**config.mk**
```make
export PLATFORM = sky130hd
export DESIGN_NAME = twl_bus_monitor
export DESIGN_NICKNAME = d
export VERILOG_FILES = /design/src/rtl/twl_cond_pkg.sv /design/src/rtl/twl_glitch_filter.sv /design/src/rtl/twl_free_timer.sv /design/src/rtl/twl_cond_detect.sv /design/src/rtl/twl_bus_monitor.sv
export SDC_FILE = /design/constraint.sdc
export NUM_CORES = 1
export LEC_CHECK = 0
export BUFFER_PORTS_ARGS = -buffer_cell sky130_fd_sc_hd__buf_2
export CORE_MARGIN = 2
export CORE_UTILIZATION = 28
export CTS_BUF_LIST = sky130_fd_sc_hd__clkbuf_16
export DETAILED_ROUTE_END_ITERATION = 8
export GPL_TIMING_DRIVEN = 0
export PLACE_DENSITY = 0.54
export SYNTH_ARGS = -nofsm -noshare
export SYNTH_HDL_FRONTEND = slang
export SYNTH_HIERARCHICAL = 1
export SYNTH_SLANG_ARGS = --single-unit
```
**constraint.sdc**
```tcl
create_clock -name clk -period 1.8 [get_ports clk]
set_input_delay 0.18 -clock clk [delete_from_list [all_inputs] [get_ports clk]]
set_output_delay 0.18 -clock clk [all_outputs]
set_load 0.02 [all_outputs]
```
**src/rtl/twl_cond_pkg.sv**
```systemverilog
package twl_cond_pkg;
   localparam int NUM_LINES = 2;
   typedef enum logic [0:0] {
      LINE_SCL = 1'b0,
      LINE_SDA = 1'b1
   } twl_line_e;
endpackage

```
**src/rtl/twl_glitch_filter.sv**
```systemverilog
module twl_glitch_filter #(
   parameter int  SYNC_STAGES   = 2,
   parameter int  HOLD_CYCLES   = 10,
   parameter bit  RESET_LEVEL   = 1'b1
) (
   input  logic clk,
   input  logic rst_n,
   input  logic raw_i,
   output logic level_o
);
   localparam int CW = $clog2(HOLD_CYCLES + 1);

   initial begin
      if (SYNC_STAGES < 2) $error("SYNC_STAGES must be at least 2");
      if (HOLD_CYCLES < 1) $error("HOLD_CYCLES must be at least 1");
   end

   logic [SYNC_STAGES-1:0] sync_q;

   // synchronizer chain, first stage takes the raw pin
   always_ff @(posedge clk or negedge rst_n) begin
      if (!rst_n) sync_q[0] <= RESET_LEVEL;
      else        sync_q[0] <= raw_i;
   end

   for (genvar g = 1; g < SYNC_STAGES; g++) begin : g_sync
      always_ff @(posedge clk or negedge rst_n) begin
         if (!rst_n) sync_q[g] <= RESET_LEVEL;
         else        sync_q[g] <= sync_q[g-1];
      end
   end

   logic          smp;
   logic [CW-1:0] run_q;
   logic          lvl_q;

   assign smp = sync_q[SYNC_STAGES-1];

   // persistence filter: a new level must be seen HOLD_CYCLES times in a row
   always_ff @(posedge clk or negedge rst_n) begin
      if (!rst_n) begin
         lvl_q <= RESET_LEVEL;
         run_q <= '0;
      end else if (smp == lvl_q) begin
         run_q <= '0;
      end else if (run_q == CW'(HOLD_CYCLES - 1)) begin
         lvl_q <= smp;
         run_q <= '0;
      end else begin
         run_q <= run_q + 1'b1;
      end
   end

   assign level_o = lvl_q;
endmodule

```
**src/rtl/twl_free_timer.sv**
```systemverilog
module twl_free_timer #(
   parameter int FREE_CYCLES = 260
) (
   input  logic clk,
   input  logic rst_n,
   input  logic idle_i,
   output logic ready_o
);
   localparam int CW = $clog2(FREE_CYCLES + 1);

   initial begin
      if (FREE_CYCLES < 1) $error("FREE_CYCLES must be at least 1");
   end

   logic [CW-1:0] cnt_q;

   always_ff @(posedge clk or negedge rst_n) begin
      if (!rst_n)                          cnt_q <= '0;
      else if (!idle_i)                    cnt_q <= '0;
      else if (cnt_q != CW'(FREE_CYCLES))  cnt_q <= cnt_q + 1'b1;
   end

   assign ready_o = (cnt_q == CW'(FREE_CYCLES));
endmodule

```
**src/rtl/twl_cond_detect.sv**
```systemverilog
module twl_cond_detect (
   input  logic clk,
   input  logic rst_n,
   input  logic scl_f,
   input  logic sda_f,
   input  logic free_ok,
   output logic start_o,
   output logic rstart_o,
   output logic stop_o,
   output logic sample_o,
   output logic busy_o
);
   logic scl_d, sda_d, busy_q;
   logic fall_hi, rise_hi, clk_rise;

   always_ff @(posedge clk or negedge rst_n) begin
      if (!rst_n) begin
         scl_d <= 1'b1;
         sda_d <= 1'b1;
      end else begin
         scl_d <= scl_f;
         sda_d <= sda_f;
      end
   end

   // framing needs the clock high on both sides of the data edge
   assign fall_hi  = scl_f & scl_d & sda_d & ~sda_f;
   assign rise_hi  = scl_f & scl_d & ~sda_d & sda_f;
   assign clk_rise = scl_f & ~scl_d;

   assign start_o  = fall_hi & ~busy_q & free_ok;
   assign rstart_o = fall_hi & busy_q;
   assign stop_o   = rise_hi & busy_q;
   assign sample_o = clk_rise & busy_q;

   always_ff @(posedge clk or negedge rst_n) begin
      if (!rst_n)       busy_q <= 1'b0;
      else if (start_o) busy_q <= 1'b1;
      else if (stop_o)  busy_q <= 1'b0;
   end

   assign busy_o = busy_q;
endmodule

```
**src/rtl/twl_bus_monitor.sv**
```systemverilog
module twl_bus_monitor
   import twl_cond_pkg::*;
#(
   parameter int SYNC_STAGES   = 2,
   parameter int GLITCH_CYCLES = 10,
   parameter int FREE_CYCLES   = 260
) (
   input  logic clk,
   input  logic rst_n,
   input  logic scl_i,
   input  logic sda_i,
   output logic scl_o,
   output logic sda_o,
   output logic start_o,
   output logic rstart_o,
   output logic stop_o,
   output logic sample_o,
   output logic busy_o,
   output logic free_ok_o
);
   logic [NUM_LINES-1:0] raw_lines, flt_lines;
   logic                 idle, ready;

   assign raw_lines[LINE_SCL] = scl_i;
   assign raw_lines[LINE_SDA] = sda_i;

   for (genvar l = 0; l < NUM_LINES; l++) begin : g_line
      twl_glitch_filter #(
         .SYNC_STAGES (SYNC_STAGES),
         .HOLD_CYCLES (GLITCH_CYCLES),
         .RESET_LEVEL (1'b1)
      ) u_filt (
         .clk     (clk),
         .rst_n   (rst_n),
         .raw_i   (raw_lines[l]),
         .level_o (flt_lines[l])
      );
   end

   assign scl_o = flt_lines[LINE_SCL];
   assign sda_o = flt_lines[LINE_SDA];

   assign idle = scl_o & sda_o & ~busy_o;

   twl_free_timer #(.FREE_CYCLES(FREE_CYCLES)) u_timer (
      .clk     (clk),
      .rst_n   (rst_n),
      .idle_i  (idle),
      .ready_o (ready)
   );

   assign free_ok_o = ready;

   twl_cond_detect u_det (
      .clk      (clk),
      .rst_n    (rst_n),
      .scl_f    (scl_o),
      .sda_f    (sda_o),
      .free_ok  (ready),
      .start_o  (start_o),
      .rstart_o (rstart_o),
      .stop_o   (stop_o),
      .sample_o (sample_o),
      .busy_o   (busy_o)
   );
endmodule

```
# Word level (Yosys, flattened, before mapping)
# Index checks and enable logic that the tools add are counted.
# op_classes
n_lt_le_gt_ge	0
eq_ne	7
bitwise_logic	19
shift	0
n_div	0
reduce_logical	3
mul	0
mux	8
addsub	3
# op_table
operator	n
two-way mux 9 bit	2
two-way mux 4 bit	4
bitwise AND 1 bit	13
adder 9 x 1 -> 9 bit (second input constant)	1
== test 9 bit (second input constant)	1
inequality test 9 bit (second input constant)	1
adder 4 x 1 -> 4 bit (second input constant)	2
== test 4 bit (second input constant)	2
NOT 1 bit	6
AND reduction 2 bit	2
== test 1 bit	2
two-way mux 1 bit	2
inequality test 2 bit (second input constant)	1
nonzero test 2 bit	1
# totals
ramBits	0
output_inout_bits	8
regBits	26
inputBits	4
elab_cells	52
memories	0
rom_bits	0
latchBits	0

# Depth between registers and ports, before layout
# depth
ltp_word	6
mapped_depth	6
ltp_nobuf	6

# Modules after synthesis
# Netlist, hierarchy kept.
# by_module_without_submodules
mod	cells_per_inst	seq_area_each_um2	instances	area_per_inst_um2
twl_glitch_filter	21	178.9	2	292.8
twl_free_timer	50	225.2	1	504.2
twl_cond_detect	14	77.6	1	147.6
twl_bus_monitor	1	0.0	1	8.8

# Worst setup path before layout
# No wires, ideal clock.
# synth_timing
path_kind	register to output
start	register u_timer.cnt_q[6]
end	output start_o
arrival_ns	2.035
required_time_ns	1.620
setup_slack_ns	-0.415
n_path_buf	0
path_stages_with_launch	5
cell_sequence	dfrtp_1 -> or4b_4 -> nor4_4 -> nand3_1 -> nor3_1
# synth_between
elab_chain_len	2
# synth_lines
item	line	source
start: declaration	twl_free_timer.sv:15	logic [CW-1:0] cnt_q;
start signal: assignment	twl_free_timer.sv:20	else if (cnt_q != CW'(FREE_CYCLES)) cnt_q <= cnt_q + 1'b1;
== test 9 bit	twl_free_timer.sv:23	assign ready_o = (cnt_q == CW'(FREE_CYCLES));
net free_ok_o	twl_bus_monitor.sv:19	output logic free_ok_o
bitwise AND 1 bit	twl_cond_detect.sv:31	assign start_o = fall_hi & ~busy_q & free_ok;
end: declaration	twl_bus_monitor.sv:14	output logic start_o,
# The timed path passes the listed nets, and every way through them passes these cells.

# Final worst setup path
# layout_timing
start	register u_timer.cnt_q[7]
end	output start_o
# layout_between
elab_chain_len	2
# layout_lines
item	line
== test 9 bit	twl_free_timer.sv:23
bitwise AND 1 bit	twl_cond_detect.sv:31
# Every way passes these cells.

==> reports/metrics.yaml <==
combPwrFrac_pct: 7.5
hold_path_class: "primary input to flip-flop"
wl_per_cell_um: 12.26
portBuffers: 11
layout.nets: 139
hold_viol: 0
place_area_mm2: 0.001371
yosys_warnings: 6
sequentialPowerShare_pct: 47.2
ys_seq_area_share_pct: 53.01
clock_sinks: 26
grt.total_usage_pct: 9.872
vias_per_cell: 4.567
finalCoreUtilization_pct: 35.53
dp.final_hpwl_mm: 1.534
tritoncts: "yes"
yosys.area.top_type: "dfrtp_1"
cts_buffers: 3
finalWeightedCongestion: 0.7076
ant_nets: 0
vias: 822
dpl_worst_slack_ps: -250.9
nFillCells: 434
drtIter0Drc: 79
clk_pin_slew_ps: 70
synthFlopType: "dfrtp_1"
netlist_instances: 107
cts_root_buffer: "clkbuf_16"
finalCriticalPeriod_ps: 1984
fin_area_mm2: 0.001536
worst_slew_pin_slew_ps: 588.0
p_per_area_mw_per_mm2: 922.6
worstPathRequired_ps: 1620
die_h_um: 70.72
fmax_mhz: 504.0
synthTopCellsByArea: "dfrtp_1, dfstp_2, ha_1"
intPower_w: 0.001122
cts.path.max_buffers: 2
ys_types: 32
crit_type: "flip-flop to primary output"
synth_edf_count: 0
drive_gt1_share_pct: 30.47
r2r_slack_ps: 60
crit_arrival_ps: 1800
slew_headroom_pct: 60.80
switching_share_pct: 20.84
irDropWorstVdd_mv: 0.4726
finalSetupViolCount: 2
syn_area_per_cell_um2: 11.65
violations: "setup timing"
area_delta_synth_final_pct: 23.29
ys_ff_latch: 26
p_leak_nw: 0.7256
async_reset_ff_share_pct: 100.0
setup_ws_ps: -183.9
grt_max_degree: 27
synth_nets: 117
clock_latency_ps: 260
max_cap_violations: 0
ios: 12
status: "finished with violations"
firstDrtPassIters: 4
diodes: 0
clkPwrFrac_pct: 45.3
grt_pass1_wl_mm: 3.995
die_x_um: 70.72
drc: 0
slew_viol_final: 0
netlist_area_mm2: 0.001246
cp-end-kind: "primary output"
power.switching_w: 0.0002954
total_power_w: 0.001418
cp_max_fo: 2
yosys.area.top_type_share_pct: 36.14
rsz0062_at_grt: "true"
grt_pass1_vias: 831
core-area_mm2: 0.004324
fin_crit_sh_pct: 110.2
multi_input_area_um2: 571.8
grt_overflow: 0
routed_wl_mm: 2.207
dieArea_mm2: 0.005001
start_util_pct: 28.82
critPathLaunchType: "flip-flop"
seq_area_um2: 660.6
rows: 24
finClkSkew_ps: 3.113
antenna_found_initial: 0
h-tree-depth: 1
-- critical path, cell delays in order (launching register included) --
cell and delay [ps]:
dfrtp_1 400, or4b_4 550, nor4_4 200, nand3_1 130, nor3_2 110, buf_4 160
-- per-stage QoR --
stage          instances  hold WS, ps  TNS, ps
6_report             180        18.25   -260.5
5_1_grt              180        2.961   -450.2
4_1_cts              180        12.73   -503.5
3_5_place_dp         170        218.1   -264.9
3_3_place_gp         170        201.6   -216.5
2_1_floorplan        107       -115.6   -283.4
-- worst paths after layout --
kind / end / start / depth (start not counted)
min in group asynchronous: u_timer/cnt_q[4] / rst_n / 2
hold / removal: g_line[1].u_filt/sync_q[0] / sda_i / 1
setup / recovery: start_o / u_timer/cnt_q[7] / 5
max in group asynchronous: g_line[1].u_filt/run_q[3] / rst_n / 2
hold reg to reg: g_line[0].u_filt/smp / g_line[0].u_filt/sync_q[0] / 0
setup reg to reg: u_det/busy_o / u_timer/cnt_q[7] / 6
-- cells in the mapped netlist (all sizes together) (2+ instances only) --
cell    instances
nand2          13
nor2           10
xor2            4
inv             4
nand3           7
xnor2           3
nand3b          4
o21ai           3
dfrtp          18
and3            2
dfstp           8
a21boi          2
mux2i           4
ha              6
nand2b          3
or3             2
mux2            2
-- routing by layer --
layer  GRT usage (%)  wire length, µm  up-vias
met4           1.258                0        0
met2           16.93             1089       13
li1                -                -      405
met3           3.419               76        0
met1           12.41             1040      404
met5               0                0        -
-- state kept, by name, summed over array words and instances (netlist names) --
register / count
g_line.u_filt/run_q: 8
g_line.u_filt/smp: 2
g_line.u_filt/level_o: 2
u_det/scl_d: 1
u_det/sda_d: 1
g_line.u_filt/sync_q: 2
u_timer/cnt_q: 9
u_det/busy_o: 1
-- what timing repair did --
item	4_1_cts	5_1_grt
setup buffers	5	1
setup endpoints to repair	3	6
hold endpoints to repair	18	0
pin swaps	5	2
hold buffers	1	0
gates resized for setup	4	0
-- area by class of cell --
type	count	area share [%]
Inverter	4	0.9772
Timing Repair Buffer	17	7.492
Clock inverter	1	1.954
Buffer	1	0.2443
Multi-Input combinational cell	76	37.22
Clock buffer	3	4.886
Tap cell	52	4.235
Sequential cell	26	43.00
-- cells in the final DEF, fill, tap and decap left out, drive strengths merged --
cell type / n
nor2: 10
bufinv: 1
a41oi: 1
or4b: 1
o2bb2ai: 1
xor2: 4
or3: 2
mux2: 2
buf: 16
nor3b: 1
inv: 4
ha: 6
dfstp: 8
o21ai: 3
and3: 2
dfrtp: 18
nor3: 1
xnor2: 3
nand3: 7
a21boi: 2
nand3b: 4
o22ai: 1
clkbuf: 4
nand2: 13
nand4: 1
dlygate4sd3: 1
o21ba: 1
nand2b: 3
nor4: 1
and3b: 1
and2: 1
mux2i: 4
-- power by group through the flow --
stage	registers, W	clock network (W)	logic [W]
6_report	0.000669	0.000642	0.000106
4_1_cts	0.000670	0.000662	0.000108
3_5_place_dp	0.000680	0	0.000106
3_3_place_gp	0.000675	0	0.0000993
5_1_grt	0.000678	0.000687	0.000120
2_1_floorplan	0.000675	0	0.0000712
-- cell families (layout without fill, tap and decap cells) --
group	after synthesis	in the layout	synth area share, %
AOI/OAI and AO/OA	9	9	5.120
buffers and inverters	5	26	1.505
muxes	6	6	5.623
DFF	26	26	53.01
adders and majority gates	6	6	6.024
and+or+nand+nor	48	48	23.80
xor gates and xnor gates	7	7	4.920
No activity file was read; power rests on OpenSTA's default activity.
